### src/rtl/vref_pkg.sv
// Shared types and constants for the core voltage reference sequencer.
// Assumes millivolt quantities are unsigned integers.
package vref_pkg;

    localparam int unsigned VID_W = 5;

    // Ramp engine state: off, slow soft-start climb, fast tracking.
    typedef enum logic [1:0] {
        PH_OFF   = 2'd0,
        PH_SOFT  = 2'd1,
        PH_TRACK = 2'd2
    } ramp_phase_e;

endpackage

### src/rtl/vref_vid_decode.sv
// Translates a voltage-identification code into a set point in mV.
// The upper half of the code space (MSB set) uses the fine segment, the
// lower half the coarse one; both descend as the code value grows.
// Assumes REF_W holds TOP_MV.
module vref_vid_decode #(
    parameter int unsigned REF_W     = 12,
    parameter int unsigned VID_W     = vref_pkg::VID_W,
    parameter int unsigned TOP_MV    = 1750,
    parameter int unsigned COARSE_MV = 50,
    parameter int unsigned MID_MV    = 975,
    parameter int unsigned FINE_MV   = 25
) (
    input  logic [VID_W-1:0] code_i,
    output logic [REF_W-1:0] mv_o
);
    localparam int unsigned IDX_W = VID_W - 1;

    logic [IDX_W-1:0] idx;
    logic             fine_seg;
    logic [REF_W-1:0] base_mv;
    logic [REF_W-1:0] pitch_mv;

    assign idx      = code_i[IDX_W-1:0];
    assign fine_seg = code_i[VID_W-1];

    // Select segment base and pitch from the code MSB.
    always_comb begin
        if (fine_seg) begin
            base_mv  = REF_W'(MID_MV);
            pitch_mv = REF_W'(FINE_MV);
        end else begin
            base_mv  = REF_W'(TOP_MV);
            pitch_mv = REF_W'(COARSE_MV);
        end
    end

    // Descend from the segment base by one pitch per index step.
    always_comb begin
        mv_o = base_mv - REF_W'(pitch_mv * REF_W'(idx));
    end

endmodule

### src/rtl/vref_target_mux.sv
// Chooses the regulation target: the alternate set point when selected
// and below ALT_LIMIT_MV, otherwise the decoded code.
// Assumes both candidates are in mV with the same width.
module vref_target_mux #(
    parameter int unsigned REF_W        = 12,
    parameter int unsigned ALT_LIMIT_MV = 1750
) (
    input  logic             alt_sel_i,
    input  logic [REF_W-1:0] alt_mv_i,
    input  logic [REF_W-1:0] vid_mv_i,
    output logic [REF_W-1:0] tgt_mv_o
);
    logic alt_in_range;

    // Alternate value is honoured only below the highest code voltage.
    assign alt_in_range = alt_mv_i < REF_W'(ALT_LIMIT_MV);

    // Override multiplexer.
    always_comb begin
        if (alt_sel_i && alt_in_range) begin
            tgt_mv_o = alt_mv_i;
        end else begin
            tgt_mv_o = vid_mv_i;
        end
    end

endmodule

### src/rtl/vref_slew_engine.sv
// Holds the reference register and walks it: a slow climb from zero to
// KNEE_MV, then bidirectional fast tracking of the target with an exact
// landing. A low run_i clears it. Assumes ref plus one step fits REF_W.
module vref_slew_engine #(
    parameter int unsigned REF_W        = 12,
    parameter int unsigned STEP_W       = 8,
    parameter int unsigned SLOW_STEP_MV = 5,
    parameter int unsigned FAST_STEP_MV = 100,
    parameter int unsigned KNEE_MV      = 500
) (
    input  logic                   clk,
    input  logic                   rst_n,
    input  logic                   run_i,
    input  logic [REF_W-1:0]       tgt_i,
    input  logic [STEP_W-1:0]      rate_step_i,
    output logic [REF_W-1:0]       ref_o,
    output vref_pkg::ramp_phase_e  phase_o
);
    import vref_pkg::*;

    localparam int unsigned SUM_W = REF_W + 1;

    ramp_phase_e      phase_q, phase_d;
    logic [REF_W-1:0] ref_q, ref_d;
    logic [REF_W-1:0] fast_step;
    logic [SUM_W-1:0] soft_sum;
    logic [REF_W-1:0] gap_up, gap_dn;

    // Effective fast step: input value, or the default when zero.
    always_comb begin
        if (rate_step_i != '0) fast_step = REF_W'(rate_step_i);
        else                   fast_step = REF_W'(FAST_STEP_MV);
    end

    // Candidate soft-start value and distances to the target.
    assign soft_sum = SUM_W'(ref_q) + SUM_W'(SLOW_STEP_MV);
    assign gap_up   = tgt_i - ref_q;
    assign gap_dn   = ref_q - tgt_i;

    // Next-state selection for the phase and the reference.
    always_comb begin
        phase_d = phase_q;
        ref_d   = ref_q;
        if (!run_i) begin
            phase_d = PH_OFF;
            ref_d   = '0;
        end else if (phase_q != PH_TRACK) begin
            if (soft_sum >= SUM_W'(KNEE_MV)) begin
                phase_d = PH_TRACK;
                ref_d   = REF_W'(KNEE_MV);
            end else begin
                phase_d = PH_SOFT;
                ref_d   = soft_sum[REF_W-1:0];
            end
        end else if (ref_q < tgt_i) begin
            ref_d = (gap_up <= fast_step) ? tgt_i : ref_q + fast_step;
        end else if (ref_q > tgt_i) begin
            ref_d = (gap_dn <= fast_step) ? tgt_i : ref_q - fast_step;
        end
    end

    // State registers with synchronous active-low reset.
    always_ff @(posedge clk) begin
        if (!rst_n) begin
            phase_q <= PH_OFF;
            ref_q   <= '0;
        end else begin
            phase_q <= phase_d;
            ref_q   <= ref_d;
        end
    end

    assign ref_o   = ref_q;
    assign phase_o = phase_q;

endmodule

### src/rtl/vref_sequencer.sv
// Top of the core voltage reference sequencer: decodes the code, applies
// the alternate override and drives the slew engine. The busy flag is
// combinational so it reacts to a target change in the same cycle.
// Assumes inputs are synchronous to clk.
module vref_sequencer #(
    parameter int unsigned REF_W        = 12,
    parameter int unsigned STEP_W       = 8,
    parameter int unsigned SLOW_STEP_MV = 5,
    parameter int unsigned FAST_STEP_MV = 100,
    parameter int unsigned KNEE_MV      = 500,
    parameter int unsigned TOP_MV       = 1750
) (
    input  logic                        clk,
    input  logic                        rst_n,
    input  logic                        en_i,
    input  logic                        pgood_i,
    input  logic [vref_pkg::VID_W-1:0]  vid_i,
    input  logic                        alt_sel_i,
    input  logic [REF_W-1:0]            alt_mv_i,
    input  logic [STEP_W-1:0]           rate_step_i,
    output logic [REF_W-1:0]            ref_mv_o,
    output logic                        ss_done_o,
    output logic                        busy_o
);
    import vref_pkg::*;

    logic [REF_W-1:0] vid_mv;
    logic [REF_W-1:0] tgt_mv;
    logic             run;
    ramp_phase_e      phase;

    // Operation needs both the enable and the supply-good input.
    assign run = en_i & pgood_i;

    vref_vid_decode #(
        .REF_W  (REF_W),
        .VID_W  (VID_W),
        .TOP_MV (TOP_MV)
    ) u_decode (
        .code_i (vid_i),
        .mv_o   (vid_mv)
    );

    vref_target_mux #(
        .REF_W        (REF_W),
        .ALT_LIMIT_MV (TOP_MV)
    ) u_mux (
        .alt_sel_i (alt_sel_i),
        .alt_mv_i  (alt_mv_i),
        .vid_mv_i  (vid_mv),
        .tgt_mv_o  (tgt_mv)
    );

    vref_slew_engine #(
        .REF_W        (REF_W),
        .STEP_W       (STEP_W),
        .SLOW_STEP_MV (SLOW_STEP_MV),
        .FAST_STEP_MV (FAST_STEP_MV),
        .KNEE_MV      (KNEE_MV)
    ) u_slew (
        .clk         (clk),
        .rst_n       (rst_n),
        .run_i       (run),
        .tgt_i       (tgt_mv),
        .rate_step_i (rate_step_i),
        .ref_o       (ref_mv_o),
        .phase_o     (phase)
    );

    // Status outputs derived from the engine phase and the live target.
    assign ss_done_o = (phase == PH_TRACK);
    assign busy_o    = ss_done_o && (ref_mv_o != tgt_mv);

endmodule

### config.mk
export PLATFORM = sky130hd
export DESIGN_NAME = vref_sequencer
export DESIGN_NICKNAME = d
export VERILOG_FILES = /design/src/rtl/vref_pkg.sv /design/src/rtl/vref_vid_decode.sv /design/src/rtl/vref_target_mux.sv /design/src/rtl/vref_slew_engine.sv /design/src/rtl/vref_sequencer.sv
export SDC_FILE = /design/constraint.sdc
export NUM_CORES = 1
export LEC_CHECK = 0
export BUFFER_PORTS_ARGS = -buffer_cell sky130_fd_sc_hd__buf_4
export CAP_MARGIN = 20
export CORE_ASPECT_RATIO = 0.6
export CORE_MARGIN = 4
export CORE_UTILIZATION = 39
export DETAILED_ROUTE_END_ITERATION = 7
export GPL_TIMING_DRIVEN = 1
export SETUP_SLACK_MARGIN = 0.5
export SLEW_MARGIN = 20
export SYNTH_ARGS = -nofsm -noshare
export SYNTH_HDL_FRONTEND = slang
export SYNTH_SLANG_ARGS = --single-unit
### constraint.sdc
create_clock -name clk -period 15.15 [get_ports clk]
set_clock_uncertainty 0.05 [all_clocks]
set_input_delay 3.03 -clock clk [delete_from_list [all_inputs] [get_ports clk]]
set_output_delay 3.03 -clock clk [all_outputs]
set_load 0.01 [all_outputs]
### Word level (Yosys, flattened, before mapping)

Index checks and enable logic that the tools add are counted.

| word-level totals | value |
|---|---|
| flip-flop bits (word level) | 14 |
| latch bits | 0 |
| bits in writable memories | 0 |
| ROM bits | 0 |
| output and inout port bits | 14 |
| word-level logic and storage cells | 35 |
| memories | 0 |

| operators by class | value |
|---|---|
| add/subtract/negate cells | 6 |
| multiply operators | 1 |
| div/mod/pow operators | 0 |
| order comparisons | 6 |
| equality and inequality tests | 3 |
| shift-type cells | 0 |
| mux-type cells | 11 |
| bitwise operators | 1 |
| reduce and logical (&&, ||, !) cells | 5 |

Operators with widths:

| cell | number |
|---|---|
| $mux W12 | 7 |
| $le A12 B8 Y1 | 2 |
| $sub A12 B12 Y12 | 2 |
| $add A12 B3 Y13 const B | 1 |
| $ge A13 B9 Y1 const B | 1 |
| $add A12 B8 Y12 | 1 |
| $gt A12 B12 Y1 | 1 |
| $lt A12 B11 Y1 const B | 1 |
| $lt A12 B12 Y1 | 1 |
| $ne A12 B12 Y1 | 1 |
| $sub A11 B12 Y12 | 1 |
| $sub A12 B8 Y12 | 1 |
| $mux W11 | 1 |
| $mul A6 B4 Y10 | 1 |
| $mux W8 | 1 |
| $reduce_bool A8 Y1 | 1 |
| $mux W6 | 1 |
| $reduce_bool A3 Y1 | 1 |
| $eq A2 B2 Y1 const B | 1 |
| $logic_and A1 B1 Y1 | 2 |
| $mux W2 | 1 |
| $ne A2 B2 Y1 const B | 1 |
| $reduce_and A2 Y1 | 1 |
| $and A1 B1 Y1 | 1 |

### Longest topological paths before layout

Gate-level depths: netlist of run 1.

| depth | value |
|---|---|
| depth in word-level cells | 10 |
| depth in mapped cells | 33 |
| gate-level depth less buffers | 30 |

### By module

A second synthesis of run 1 with hierarchy kept.

| second synthesis, totals | value |
|---|---|
| cell total of the unflattened synthesis | 677 |
| area, all modules | 4996.0 um^2 |

By module, submodules not included:

| module | times used | cells each | area an instance (um^2) | sequential area each (um^2) |
|---|---|---|---|---|
| vref_slew_engine | 1 | 496 | 3569.7 | 280.3 |
| vref_vid_decode | 1 | 101 | 810.8 | 0.0 |
| vref_target_mux | 1 | 62 | 470.5 | 0.0 |
| vref_sequencer | 1 | 18 | 145.1 | 0.0 |

### Worst setup path after synthesis of run 1

OpenSTA, ideal clock, no wires.

| timing path | value |
|---|---|
| kind | input-to-output |
| start point | input vid_i[4] (netlist bit) |
| end point | output busy_o |
| arrival | 8251 ps |
| data required time | 12070 ps |
| slack | 3819 ps |
| stages on the path | 24 |
| buffers on the path | 1 |
| cell sequence | buf_6 clkinv_1 nor2_1 ha_1 inv_1 fa_1 inv_1 ha_1 and3_1 o31ai_1 nand2b_1 a21oi_1 xor2_1 ha_1 o21ai_0 a21oi_1 a2111oi_4 and2_2 xnor2_1 a21oi_1 ha_1 nand2_1 nor4_1 nor2_1 |

| between the ends | value |
|---|---|
| longest elaborated chain between the ends | 6 |
| elaborated cells between the ends (all ways) | 7 |
| classes of those cells | 1 x add/sub; 1 x mul; 1 x eq/ne; 3 x mux; 1 x reduce/logical |

Ends and longest elaborated chain:

| what | RTL line | text |
|---|---|---|
| from (decl) | vref_sequencer.sv:17 | `input logic [vref_pkg::VID_W-1:0] vid_i,` |
| $mux W6 | vref_vid_decode.sv:28 | `if (fine_seg) begin` |
| $mul A6 B4 Y10 | vref_vid_decode.sv:39 | `mv_o = base_mv - REF_W'(pitch_mv * REF_W'(idx));` |
| $sub A11 B12 Y12 * | vref_vid_decode.sv:39 |  |
| $mux W12 * | vref_target_mux.sv:20 | `if (alt_sel_i && alt_in_range) begin` |
| $ne A12 B12 Y1 * | vref_sequencer.sv:72 | `assign busy_o = ss_done_o && (ref_mv_o != tgt_mv);` |
| $logic_and A1 B1 Y1 * | vref_sequencer.sv:72 |  |
| to (decl) | vref_sequencer.sv:23 | `output logic busy_o` |

Every way passes the cells marked *; elsewhere a longest branch is shown, timed or not.

### Worst setup path after layout of run 1

Ends and elaborated chain as after synthesis.

==> results_dict.tcl, run 1 <==
set metrics [dict create \
    syn_area_um2 4310 \
    post_drt_wl_per_cell_um 18.4 \
    drt_wl_total_um 14000 \
    critical_path.most_common_cell "ha_1" \
    syn_inst 594 \
    use_met3 0.0315 \
    yosys-top-cells-area "ha_1 (20%), dfxtp_1 (6.5%), xnor2_1 (5.5%)" \
    synth_seq_cells 14 \
    grt_usage 0.220 \
    fillers 1099 \
    required_ns 12.07 \
    slew_headroom 0.293 \
    cp.depth 26 \
    root_buffer "clkbuf_16" \
    r2r-start "u_slew.ref_o[2]" \
    placed_cell_area_um2 4720 \
    rsz0062_at_grt "no" \
    grt_util_met2 0.275 \
    reg2reg_slack_ns 10.16 \
    drt-vias-per-instance 5.82 \
    die-width_um 144 \
    synth_edf_count 0 \
    fin_crit_ns 11.80 \
    r2r_end "u_slew.ref_o[1]" \
    io_pins 44 \
    end_kind "output pin" \
    synth_compound_area_frac 0.262 \
    ir_worst_vdd_mv 0.0648 \
    yosys.area.top_type "ha_1" \
    drive_gt1_frac 0.140 \
    port_buffers 43 \
    start_util 0.404 \
    detail-route-antenna-nets 0 \
    synthMuxAreaShare 0.0322 \
    crit_start "vid_i[4]" \
    place.gp.congestion 0.924 \
    drt_first_pass_iters 5 \
    place_hpwl_um 12000 \
    period_share 0.779 \
    cts.htree.levels 1 \
    syn2layout_area_growth_pct 11.7 \
    clock-sinks 14 \
    design_area_um2 4810 \
    synth-simple-area-share 0.248 \
    hp-start "u_slew.ref_o[10]" \
    maxSlewViolCount 0 \
    criticalPathCategory "input pin to output pin" \
    detail_route.iter0.violations 552 \
    gr-total-overflow 0 \
    yosysWarnings 0 \
    start_kind "input pin" \
    grt_first_pass_wirelength_um 22000 \
    p_leak_nw 2.23 \
    outcome "complete, no violations" \
    worstSetupEndpoint "busy_o" \
    cts_setup_buffers 0 \
    crit_path_top_delay_cell "fa_1" \
    core_um2 10700 \
    fmax_mhz 84.8 \
    synth_flop_cell "dfxtp_1" \
    dieHeight_um 89.4 \
    synth_area_per_cell_um2 7.25 \
    clkTransAtPathRegs_ns 0.04 \
    dr_total_vias 4428 \
    slowest_delay_ns 0.52 \
    setup_viol 0 \
    rows 29 \
    post_cts_resized 0 \
    yosysSeqAreaShare 0.0651 \
    reg2reg_depth 18 \
    cts_buffers 3 \
    crit_buf_inv 6 \
    yosysTopAreaCellShare 0.198 \
    hold_viol 0 \
    synth.distinct_cells 72 \
    crit_fanout 12 \
    die-area_um2 12800 \
    drc_errors 0 \
    hold_class "flop to flop" \
    async_flop_share 0 \
    finalSetupTns_ns 0 \
    antenna_cells 0 \
    seq_area_um2 280 \
    multi_input_area_um2 3680 \
    grt_pass1_vias 3918 \
    antenna_found_initial 0 \
    cp_data_arrival_time_ns 8.72 \
    tightest_slew_ns 1.03 \
    synth_top_family_by_area "compound AO/OA/AOI/OAI gates" \
    critPathTopFamily "adder cells" \
    synth_xor_area_frac 0.0732 \
    clock_path_buffers 2 \
    pwr_density_cell_nw_per_um2 86.5 \
    grt_use_met1 0.376 \
    finish.net_count 729 \
    cts_tree "yes" \
    grt_start_max_net_pins 23 \
    busiest_layer "met1" \
    insertion_delay_ns 0.24 \
    max-cap-violations 0 \
    synth_fa_ha_area_frac 0.235 \
    hold_buffers 0 \
]
==> layout make-up <==
class / instances / area share
multi-input cells: 495 / 0.765
repair buffers: 47 / 0.0734
flip-flops and latches: 14 / 0.0583
inverters: 62 / 0.0484
well taps: 139 / 0.0362
clock buffers: 4 / 0.0185
==> logic make-up after synthesis <==
| kind of cell | Yosys count |
|---|---|
| muxes | 13 |
| AOI/OAI and AO/OA | 162 |
| buffers and inverters | 86 |
| and+or+nand+nor | 205 |
| adders and majority gates | 76 |
| DFF | 14 |
| other | 2 |
| xor gates and xnor gates | 36 |
==> through the flow <==
step | setup slack (ns) | power [mW] | hold WS [ns] | std cells | util
global route | 3.00 | 0.457 | 0.573 | 761 | 0.451
CTS | 3.44 | 0.413 | 0.541 | 761 | 0.451
detailed placement | 3.49 | 0.356 | 0.534 | 757 | 0.442
floorplan | 3.82 | 0.281 | 0.483 | 595 | -
global placement | 3.75 | 0.352 | 0.522 | 757 | 0.442
finish | 3.35 | 0.416 | 0.557 | 761 | 0.451
==> sequential cells by signal, indices dropped and copies added, names as in the netlist <==
name / count
u_slew.ref_o: 12
u_slew.phase_o: 2
==> routing by layer <==
metal | part of all wire | vias up
met2 | 0.36 | 204
met5 | 0 | -
li1 | - | 2159
met4 | 0.013 | 0
met1 | 0.54 | 2048
met3 | 0.085 | 17
==> worst min-delay path, delay by kind of cell (launching register included) <==
kind / cells / cell delay, ns
and+or+nand+nor: 2 / 0.14
DFF: 1 / 0.42
==> report_power, final <==
group	total, mW	switching, mW	internal (mW)
Combinational	0.323	0.190	0.133
Sequential	0.0382	0.000873	0.0373
Clock	0.0546	0.0147	0.0399
Total	0.416	0.206	0.210
==> placed cells by master, fill, tap and decap left out, types with 7 or more instances in the layout <==
cell type	Yosys	final
a21oi_1	43	43
nand3_1	14	14
xor2_1	9	9
nand4_1	8	8
xnor2_1	27	27
a211oi_1	7	7
dfxtp_1	14	14
o211ai_1	7	7
nor2b_1	14	14
fa_1	8	8
mux2i_1	9	9
or2_2	7	7
nand2_1	50	50
ha_1	68	68
a21boi_0	7	7
buf_4	1	47
nor3_1	13	13
nand2b_1	9	9
inv_1	61	61
o21a_1	8	8
o21ai_0	29	28
a21o_1	9	9
nor2_1	49	49
==> synth_stat cells (all sizes together) (3+ instances only) <==
cell type  count
o221ai         5
dfxtp         14
o21bai         4
inv           61
clkbuf        19
a21o           9
o31ai          5
nand4          8
mux2i          9
o221a          3
and3           8
nand2b         9
xor2           9
a21oi         43
and2           9
buf            5
nor2b         14
fa             8
or3            5
a211o          4
a211oi         9
xnor2         27
nand3         15
mux2           4
nor4           6
o2111ai        3
or2            8
nand2         50
nor3          14
ha            68
o211ai         7
a2111oi        5
a31oi          6
o21a           8
nor2          49
o21ai         29
a21boi         7
==> worst min-delay path by stage <==
stage	cells after the start	end
finish	2	u_slew.ref_o[10]
global route	2	u_slew.ref_o[10]
CTS	2	u_slew.ref_o[10]
detailed placement	2	u_slew.ref_o[10]
global placement	2	u_slew.ref_o[10]
floorplan	2	u_slew.ref_o[10]
(Power assumes the default switching activity.)
==> run 2, diff against run 1 <==
--- a/config.mk
+++ b/config.mk
@@ -5,6 +5,7 @@
 export SDC_FILE = /design/constraint.sdc
 export NUM_CORES = 1
 export LEC_CHECK = 0
+export ABC_AREA = 1
 export BUFFER_PORTS_ARGS = -buffer_cell sky130_fd_sc_hd__buf_4
 export CAP_MARGIN = 20
 export CORE_ASPECT_RATIO = 0.6
==> constraint.sdc (replaced) <==
create_clock -name clk -period 10.8 [get_ports clk]
set_clock_uncertainty 0.05 [all_clocks]
set_input_delay 2.16 -clock clk [delete_from_list [all_inputs] [get_ports clk]]
set_output_delay 2.16 -clock clk [all_outputs]
set_load 0.01 [all_outputs]
==> results_dict.tcl, run 2 <==
set metrics [dict create \
    slew_headroom 0.351 \
    drt_wl_total_um 13600 \
    syn_area_um2 4490 \
    drt_first_pass_iters 4 \
    antenna_found_initial 0 \
    grt_pass1_vias 4304 \
    clock-sinks 14 \
    fin_crit_ns 8.87 \
    criticalPathCategory "input pin to output pin" \
    end_kind "output pin" \
    dpl_worst_slack_ns 1.96 \
    fin_total_pwr_mw 0.562 \
    cts_buffers 3 \
    syn_inst 713 \
    max-cap-violations 0 \
    yosysSeqAreaShare 0.0625 \
    io_pins 44 \
    rows 30 \
    place.gp.congestion 0.900 \
    clock_path_buffers 2 \
    layout_common_cells "nand2_1 (146), inv_1 (109), ha_1 (68)" \
    detail_route.iter0.violations 351 \
    cp_data_arrival_time_ns 6.66 \
    required_ns 8.59 \
    yosys.area.top_type "ha_1" \
    design_area_um2 4960 \
    die-width_um 146 \
    dp.cells 879 \
    cts_setup_buffers 0 \
    dr_total_vias 4594 \
    largest_reg_flops 12 \
    yosys-top-cells-area "ha_1 (19%), nand2_1 (12%), inv_1 (9.1%)" \
    outcome "complete, no violations" \
    async_flop_share 0 \
    holdWs_ns 0.529 \
    start_kind "input pin" \
    placed_cell_area_um2 4870 \
    synth_area_per_cell_um2 6.29 \
    place_hpwl_um 11700 \
    finish.net_count 846 \
    crit_fanout 12 \
    pwr_density_cell_nw_per_um2 113 \
    rsz0062_at_grt "no" \
    post_cts_resized 0 \
    finalSetupTns_ns 0 \
    cts_tree "yes" \
    synth_commonest_cells "nand2_1 (146), inv_1 (109), ha_1 (68)" \
    drt-vias-per-instance 5.20 \
    antenna_cells 0 \
    drive_gt1_frac 0.130 \
    hold_viol 0 \
    post_drt_wl_per_cell_um 15.4 \
    setup_viol 0 \
    synth_edf_count 0 \
    period_share 0.821 \
    grt_usage 0.202 \
    port_buffers 43 \
    tightest_slew_ns 0.964 \
    die-area_um2 13300 \
    final-instance-count-excl-fill 883 \
    final_util 0.440 \
    start_util 0.398 \
    root_buffer "clkbuf_16" \
    detail-route-antenna-nets 0 \
    yosysTopAreaCellShare 0.190 \
    cts.htree.levels 1 \
    ir_worst_vdd_mv 0.0476 \
    clkTransAtPathRegs_ns 0.05 \
    fmax_mhz 113 \
    grt_first_pass_wirelength_um 22100 \
    grt_start_max_net_pins 25 \
    final_common_cell "nand2_1" \
    gr-total-overflow 0 \
    hold_buffers 0 \
    hold_class "flop to flop" \
    core_um2 11300 \
    insertion_delay_ns 0.25 \
    synth_seq_cells 14 \
    maxSlewViolCount 0 \
    drc_errors 0 \
    synth.distinct_cells 52 \
    synth_flop_cell "dfxtp_1" \
    yosysMostFrequentCell "nand2_1" \
    syn2layout_area_growth_pct 10.5 \
    p_leak_nw 2.62 \
    dieHeight_um 91.1 \
    fin_ws_ns 1.93 \
    yosysWarnings 0 \
]
==> run 2: changes by cell type in the layout (fill, tap and decap cells not counted), moves of 9 or more <==
cell and delta:
mux2i_1 -9, nor2b_1 -14, nand2b_1 -9, a21oi_1 +14
xor2_1 +34, o21ai_0 +10, nor2_1 -11, o21ai_1 +9
nand2_1 +96, inv_2 +9, inv_1 +48, nand3_1 +35
xnor2_1 -23, nand3_2 +9
==> run 2: critical path, cell delays in order <==
cell and delay (ns):
buf_4 0.17, nand2_2 0.11, inv_1 0.05, ha_1 0.26
inv_1 0.05, fa_1 0.53, inv_1 0.04, ha_1 0.37
a21oi_1 0.15, nand2_1 0.07, nand2_1 0.07, nand2_1 0.06
a21oi_1 0.15, xor2_1 0.10, ha_1 0.34, inv_1 0.07
nor2_2 0.14, nand2_4 0.07, nand3_2 0.11, nand3_1 0.14
ha_1 0.42, inv_1 0.12, nor3_1 0.39, nand3_1 0.23
nand2_1 0.11, inv_1 0.05, buf_4 0.13
==> run 2: power breakdown <==
group / internal [mW] / leakage [nW] / switching, mW
registers: 0.0523 / 0.113 / 0.00106
logic: 0.154 / 2.46 / 0.274
clock network: 0.0563 / 0.0442 / 0.0242
==> run 2: routing by layer <==
layer	vias to the layer above	GRT usage	part of all wire
met5	-	0	0
met3	4	0.0259	0.062
met4	0	0.0141	0.0026
li1	2378	-	-
met1	2081	0.331	0.56
met2	131	0.284	0.37
==> run 2: final timing paths <==
path                                 startpoint              end  slack (ns)  depth (start not counted)
worst max-delay path                   vid_i[4]           busy_o        1.93                         27
worst min-delay path            u_slew.ref_o[5]  u_slew.ref_o[5]        0.53                          2
worst max register to register  u_slew.ref_o[1]  u_slew.ref_o[1]        6.07                         19
worst min register to register  u_slew.ref_o[5]  u_slew.ref_o[5]        0.53                          2
==> run 2: cell families after synthesis <==
family	synth area share
other cells	0.00167
flops	0.0625
fa+ha+maj	0.225
compound gates	0.174
buf+inv	0.134
xor+xnor	0.0917
simple gates	0.311
==> run 2: area by class of cell <==
| cell class | instances | area (um^2) |
|---|---|---|
| fillers | 1222 | 6300 |
| repair buffers | 45 | 338 |
| flip-flops and latches | 14 | 280 |
| inverters | 121 | 459 |
| multi-input cells | 555 | 3610 |
| well taps | 144 | 180 |
| clock buffers | 4 | 88.8 |
